<file path="src/rtl/shf_pkg.sv">
package shf_pkg;
  typedef enum logic [1:0] {
    SHF_LSL = 2'b00,
    SHF_LSR = 2'b01,
    SHF_ASR = 2'b10,
    SHF_ROR = 2'b11
  } shf_kind_e;
endpackage

</file>
<file path="src/rtl/shf_amt_norm.sv">
// Folds both amount sources into a distance mod WIDTH plus case flags.
module shf_amt_norm
  import shf_pkg::*;
#(
  parameter int WIDTH = 32,
  parameter int REG_W = 8,
  localparam int LOG_W = $clog2(WIDTH)
) (
  input  shf_kind_e        kind_i,
  input  logic             imm_mode_i,
  input  logic [REG_W-1:0] amt_i,
  output logic [LOG_W-1:0] k_o,
  output logic             pass_o,
  output logic             rrx_o,
  output logic             wrap_o,
  output logic             full_o,
  output logic             over_o
);
  logic [LOG_W-1:0] imm_amt;
  logic             imm_zero, reg_zero, reg_eq, reg_gt, low_zero;

  assign imm_amt  = amt_i[LOG_W-1:0];
  assign imm_zero = (imm_amt == '0);
  assign reg_zero = (amt_i == '0);
  assign reg_eq   = (amt_i == REG_W'(WIDTH));
  assign reg_gt   = (amt_i >  REG_W'(WIDTH));
  assign low_zero = (amt_i[LOG_W-1:0] == '0);

  always_comb begin
    k_o    = amt_i[LOG_W-1:0];
    pass_o = 1'b0;
    rrx_o  = 1'b0;
    wrap_o = 1'b0;
    full_o = 1'b0;
    over_o = 1'b0;
    if (imm_mode_i) begin
      k_o    = imm_amt;
      pass_o = imm_zero && (kind_i == SHF_LSL);
      rrx_o  = imm_zero && (kind_i == SHF_ROR);
      full_o = imm_zero && (kind_i == SHF_LSR || kind_i == SHF_ASR);
    end else begin
      pass_o = reg_zero;
      if (kind_i == SHF_ROR) begin
        wrap_o = !reg_zero && low_zero;
      end else begin
        full_o = reg_eq;
        over_o = reg_gt;
      end
    end
  end
endmodule

</file>
<file path="src/rtl/shf_rotator.sv">
// Log-depth right rotator.
module shf_rotator #(
  parameter int WIDTH = 32,
  localparam int LOG_W = $clog2(WIDTH)
) (
  input  logic [WIDTH-1:0] data_i,
  input  logic [LOG_W-1:0] rot_i,
  output logic [WIDTH-1:0] data_o
);
  logic [LOG_W:0][WIDTH-1:0] st;

  assign st[0] = data_i;
  for (genvar s = 0; s < LOG_W; s++) begin : g_stage
    localparam int D = 2 ** s;
    assign st[s+1] = rot_i[s] ? ((st[s] >> D) | (st[s] << (WIDTH - D))) : st[s];
  end
  assign data_o = st[LOG_W];
endmodule

</file>
<file path="src/rtl/shf_finish.sv">
// Masks the rotated word into a shift and picks the carry bit.
module shf_finish
  import shf_pkg::*;
#(
  parameter int WIDTH = 32,
  localparam int LOG_W = $clog2(WIDTH)
) (
  input  logic [WIDTH-1:0] data_i,
  input  logic [WIDTH-1:0] rot_i,
  input  shf_kind_e        kind_i,
  input  logic [LOG_W-1:0] k_i,
  input  logic             pass_i,
  input  logic             rrx_i,
  input  logic             wrap_i,
  input  logic             full_i,
  input  logic             over_i,
  input  logic             carry_i,
  output logic [WIDTH-1:0] result_o,
  output logic             carry_o
);
  logic [WIDTH-1:0] ones, mask_l, mask_r, norm_res;
  logic [LOG_W-1:0] cidx;
  logic             sign;

  assign ones   = '1;
  assign mask_l = ones << k_i;
  assign mask_r = ones >> k_i;
  assign sign   = data_i[WIDTH-1];
  assign cidx   = (kind_i == SHF_LSL) ? (LOG_W'(0) - k_i) : (k_i - LOG_W'(1));

  always_comb begin
    unique case (kind_i)
      SHF_LSL: norm_res = rot_i & mask_l;
      SHF_LSR: norm_res = rot_i & mask_r;
      SHF_ASR: norm_res = (rot_i & mask_r) | (sign ? ~mask_r : '0);
      default: norm_res = rot_i;
    endcase
  end

  always_comb begin
    result_o = norm_res;
    carry_o  = data_i[cidx];
    if (pass_i) begin
      result_o = data_i;
      carry_o  = carry_i;
    end else if (rrx_i) begin
      result_o = {carry_i, data_i[WIDTH-1:1]};
      carry_o  = data_i[0];
    end else if (wrap_i) begin
      result_o = data_i;
      carry_o  = sign;
    end else if (full_i || over_i) begin
      unique case (kind_i)
        SHF_LSL: begin result_o = '0; carry_o = full_i & data_i[0]; end
        SHF_LSR: begin result_o = '0; carry_o = full_i & sign; end
        SHF_ASR: begin result_o = {WIDTH{sign}}; carry_o = sign; end
        default: ;
      endcase
    end
  end
endmodule

</file>
<file path="src/rtl/shf_operand_unit.sv">
module shf_operand_unit
  import shf_pkg::*;
#(
  parameter int WIDTH = 32,
  parameter int REG_W = 8
) (
  input  logic [WIDTH-1:0] operand_i,
  input  logic [1:0]       kind_i,
  input  logic             imm_mode_i,
  input  logic [REG_W-1:0] amt_i,
  input  logic             carry_i,
  output logic [WIDTH-1:0] result_o,
  output logic             carry_o
);
  localparam int LOG_W = $clog2(WIDTH);

  shf_kind_e        kind;
  logic [LOG_W-1:0] k, rot_amt;
  logic             pass, rrx, wrap, full, over;
  logic [WIDTH-1:0] rotated;

  assign kind = shf_kind_e'(kind_i);

  shf_amt_norm #(.WIDTH(WIDTH), .REG_W(REG_W)) u_norm (
    .kind_i(kind), .imm_mode_i(imm_mode_i), .amt_i(amt_i),
    .k_o(k), .pass_o(pass), .rrx_o(rrx), .wrap_o(wrap),
    .full_o(full), .over_o(over)
  );

  // Left shift k == right rotate by WIDTH-k.
  assign rot_amt = (kind == SHF_LSL) ? (LOG_W'(0) - k) : k;

  shf_rotator #(.WIDTH(WIDTH)) u_rot (
    .data_i(operand_i), .rot_i(rot_amt), .data_o(rotated)
  );

  shf_finish #(.WIDTH(WIDTH)) u_fin (
    .data_i(operand_i), .rot_i(rotated), .kind_i(kind), .k_i(k),
    .pass_i(pass), .rrx_i(rrx), .wrap_i(wrap), .full_i(full),
    .over_i(over), .carry_i(carry_i),
    .result_o(result_o), .carry_o(carry_o)
  );

  always_comb begin
    if (!imm_mode_i && amt_i == '0)
      assert_reg_zero_pass_R7: assert (result_o == operand_i && carry_o == carry_i);
    if (imm_mode_i && kind_i == 2'b01 && amt_i[LOG_W-1:0] == '0)
      assert_lsr_full_R3: assert (result_o == '0 && carry_o == operand_i[WIDTH-1]);
    if (imm_mode_i && kind_i == 2'b11 && amt_i[LOG_W-1:0] == '0)
      assert_rrx_R5: assert (result_o == {carry_i, operand_i[WIDTH-1:1]} && carry_o == operand_i[0]);
    if (!imm_mode_i && !kind_i[1] && amt_i > REG_W'(WIDTH))
      assert_far_zero_R10: assert (result_o == '0 && !carry_o);
    if (!imm_mode_i && kind_i == 2'b10 && amt_i >= REG_W'(WIDTH))
      assert_sign_fill_R11: assert (result_o == {WIDTH{operand_i[WIDTH-1]}} && carry_o == operand_i[WIDTH-1]);
    if (!imm_mode_i && kind_i == 2'b11 && amt_i != '0 && amt_i[LOG_W-1:0] == '0)
      assert_ror_wrap_R12: assert (result_o == operand_i && carry_o == operand_i[WIDTH-1]);
  end
endmodule

</file>
<file path="config.mk">
export PLATFORM = sky130hd
export DESIGN_NAME = shf_operand_unit
export DESIGN_NICKNAME = d
export VERILOG_FILES = /design/src/rtl/shf_pkg.sv /design/src/rtl/shf_amt_norm.sv /design/src/rtl/shf_rotator.sv /design/src/rtl/shf_finish.sv /design/src/rtl/shf_operand_unit.sv
export SDC_FILE = /design/constraint.sdc
export NUM_CORES = 1
export LEC_CHECK = 0
export ABC_CLOCK_PERIOD_IN_PS = 6200
export CORE_MARGIN = 10
export CORE_UTILIZATION = 55
export DETAILED_ROUTE_END_ITERATION = 7
export PLACE_DENSITY_LB_ADDON = 0.05
export SLEW_MARGIN = 0
export SYNTH_ARGS = -nofsm -noshare
export SYNTH_HDL_FRONTEND = slang
export SYNTH_HIERARCHICAL = 1
export SYNTH_SLANG_ARGS = --single-unit
export TNS_END_PERCENT = 10
</file>
<file path="constraint.sdc">
create_clock -name vclk -period 6.2
set_clock_uncertainty 0.1 [all_clocks]
set_input_delay 1.24 -clock vclk [all_inputs]
set_output_delay 1.24 -clock vclk [all_outputs]
set_load 0.01 [all_outputs]
</file>
==> results.rst <==
.. list-table::
   :header-rows: 1

   * - Metric
     - Value
   * - Number of placed cells counting well taps
     - 792
   * - Share of synthesized area occupied by flip-flops and latches
     - 0%
   * - Tightest Pin Transition
     - 0.7599 ns
   * - Final wirelength
     - 23.78 mm
   * - Fraction of met2 tracks used by global routing
     - 51.03%
   * - Dominant cell by count in the synthesized netlist
     - sky130_fd_sc_hd__mux4_2
   * - Area of the core
     - 9196 um2
   * - Final critical-path share of the clock period
     - 99.85%
   * - Final Net Count
     - 739
   * - Total leakage power
     - 2.517 nW
   * - Timing-limited maximum frequency
     - 161.5 MHz
   * - RSZ-0062 raised after global routing
     - yes
   * - Min-Delay Path Depth
     - 5
   * - Final antenna diode count
     - 0
   * - Unique cell type count in the Yosys netlist
     - 82
   * - Largest net degree at the start of global routing
     - 52
   * - Tightest Hold Check Type
     - input port to output port
   * - Endpoint with the worst hold slack
     - result_o[31]
   * - Biggest fanout along the worst timing path
     - 6
   * - Placer's final routability congestion estimate
     - 1.074
   * - Routed vias/inst
     - 8.020
   * - Routed wirelength normalized by instance count
     - 29.88 um
   * - Gate Count Post-Synth
     - 582
   * - Synthesized netlist net count
     - 634
   * - Most utilized layer in the global route result
     - met2
   * - Number of port buffers
     - 77
   * - Classification of the worst setup path
     - input port to output port
   * - Pwr/cell area
     - 132.3 nW/um2
   * - Number of clock buffer instances in the layout
     - 0
   * - Worst slack at placement
     - -0.4364 ns
   * - Critical path required time
     - 4.86 ns
   * - Via count of the first global-routing pass
     - 6261
   * - Area growth syn-to-layout
     - 25.87%
   * - Endpoint kind of the worst setup timing path
     - output port
   * - Smallest setup slack after layout
     - 0.009477 ns
   * - Global route overflow
     - 0
   * - # setup viols final
     - 0
   * - Count of final hold-check violations
     - 0
   * - Die Span Y
     - 116.8 um
   * - Cell Area, Synth
     - 5151 um2
   * - Met1 demand-to-capacity share in global routing
     - 44.00%
   * - Total of max-cap violations
     - 0
   * - Master of the slowest instance on the critical path
     - sky130_fd_sc_hd__mux4_2
   * - Final Critical Period
     - 6.191 ns
   * - Startpoint of the tightest hold check path
     - carry_i
   * - Post-layout power
     - 0.0008579 W
   * - Crit-path cells
     - dlygate4sd2_1 -> or4b_1 -> o211ai_1 -> buf_4 -> bufbuf_16 -> buf_4 -> mux4_2 -> mux4_2 -> mux2_2 -> o21ai_1 -> a21oi_1 -> o22ai_1 -> a21oi_1 -> dlygate4sd2_1
   * - Max stage delay on crit path
     - 0.56 ns
   * - Worst relative slew slack
     - 49.34%
   * - Top cells by area in the synthesized netlist
     - sky130_fd_sc_hd__mux4_2 (26%), sky130_fd_sc_hd__mux4_1 (9.7%), sky130_fd_sc_hd__mux2_2 (7.7%), sky130_fd_sc_hd__a21oi_1 (4.9%), sky130_fd_sc_hd__o21ai_0 (4.4%)
   * - Count of non-filler cells in the finished layout
     - 796
   * - Warnings from Yosys
     - 6
   * - X dimension of the die
     - 116.8 um
   * - Initial core utilization
     - 56.01%
   * - Max Slew Vio Count
     - 0
   * - First DRT Iteration DRCs
     - 1145
   * - Synthesized area per cell
     - 8.851 um2
   * - Most area-hungry cell type in the Yosys netlist
     - sky130_fd_sc_hd__mux4_2
   * - Area taken by flip-flops and latches
     - 0 um2
   * - Top cells by count, synth
     - sky130_fd_sc_hd__mux4_2 (59), sky130_fd_sc_hd__a21oi_1 (50), sky130_fd_sc_hd__o21ai_0 (45), sky130_fd_sc_hd__nor2_1 (37), sky130_fd_sc_hd__nand2_1 (36)
   * - Global router's overall resource usage
     - 34.69%
   * - DIE AREA
     - 13640 um2
   * - HPWL after detailed placement
     - 18.09 mm
   * - Status
     - complete, no violations
   * - Wire length of the first global-routing pass
     - 36.93 mm
   * - Number of iterations in the first detailed-routing pass
     - 6
   * - Crit path arrival time
     - 4.85 ns
   * - Maximum resistive drop on vdd
     - 83.17 uV
   * - Startpoint kind of the worst setup timing path
     - input port
   * - Layout cells sized above 1
     - 35.18%
   * - I/O pin cnt
     - 77
   * - Antenna violations before repair
     - 1
   * - Area share of the leading cell type in the synthesized netlist
     - 25.80%
   * - Detail Route Antenna Nets
     - 0
   * - Remaining design rule violation count
     - 0
   * - Seq cells
     - 0
   * - Met3 layer usage reported by global route
     - 12.95%
   * - Total number of placement rows
     - 35
   * - Routed vias
     - 6384
## logic make-up after synthesis
group	Yosys count	share of synthesized area, %
AOI/OAI and AO/OA	212	26.94
xor gates and xnor gates	4	0.9474
buffers and inverters	94	10.08
muxes	128	46.05
adders and majority gates	8	1.943
and+or+nand+nor	136	14.04
## worst max-delay path: cells and delay by family
family,cells,cell delay (ns)
buffers and inverters,5,1.09
multiplexers,3,1.40
AND/OR/NAND/NOR,1,0.51
AO/OA/AOI/OAI,5,0.62
## power by group
group	internal, W	switching [W]
Sequential	0	0
Clock	0	0
Combinational	0.000425	0.000433
## layout make-up
class / count / area [um2]
multi-input cells: 488 / 4707
fillers: 730 / 2713
inverters: 22 / 82.58
repair buffers: 175 / 1555
well taps: 111 / 138.9
## placed cells by master, fill, tap and decap left out, types with 8 or more instances in the layout
master,count
sky130_fd_sc_hd__nand3_1,11
sky130_fd_sc_hd__mux4_1,14
sky130_fd_sc_hd__o21ai_1,15
sky130_fd_sc_hd__buf_4,89
sky130_fd_sc_hd__o22ai_1,27
sky130_fd_sc_hd__dlygate4sd2_1,17
sky130_fd_sc_hd__o21ai_0,41
sky130_fd_sc_hd__mux2_2,30
sky130_fd_sc_hd__nand2_1,36
sky130_fd_sc_hd__clkdlybuf4s50_1,47
sky130_fd_sc_hd__ha_1,8
sky130_fd_sc_hd__nor2_1,36
sky130_fd_sc_hd__o211ai_1,8
sky130_fd_sc_hd__mux4_2,64
sky130_fd_sc_hd__inv_1,18
sky130_fd_sc_hd__o22a_1,10
sky130_fd_sc_hd__mux2i_1,15
sky130_fd_sc_hd__a21oi_1,45
## repair_timing
item / CTS / global route
resized for setup: 68 / 15
buffers inserted: 3 / 0
setup endpoints to repair: 29 / 15
cloned: 1 / 0
pin swaps: 9 / 6
hold buffers: 0 / 0
## how the worst max path moves through the flow
stage,from,to,slack [ns],cells past startpoint
finish,amt_i[1],result_o[7],0.009,14
global placement,amt_i[1],result_o[5],-0.37,13
floorplan,amt_i[0],result_o[29],0.38,15
CTS,amt_i[1],result_o[3],0.04,14
detailed placement,amt_i[3],result_o[5],-0.44,14
global route,amt_i[1],result_o[18],-0.05,13
## metrics by stage
stage	TNS (ns)	area (um2)	hold WS, ns	utilization [%]
after floorplan	0	5151	2.526	-
after global placement	-5.028	6411	3.578	69.71
after detailed placement	-6.120	6411	3.603	69.71
after CTS	0	6461	3.388	70.26
after global routing	-0.1588	6484	3.396	70.50
final	0	6484	3.376	70.50
## per-layer routing
metal  part of all wire (%)  vias to the layer above
met1                     36                     2985
met2                     42                      672
met3                     16                      146
met5                      0                        -
met4                    6.4                        0
li1                       -                     2581
(Power assumes the default switching activity.)
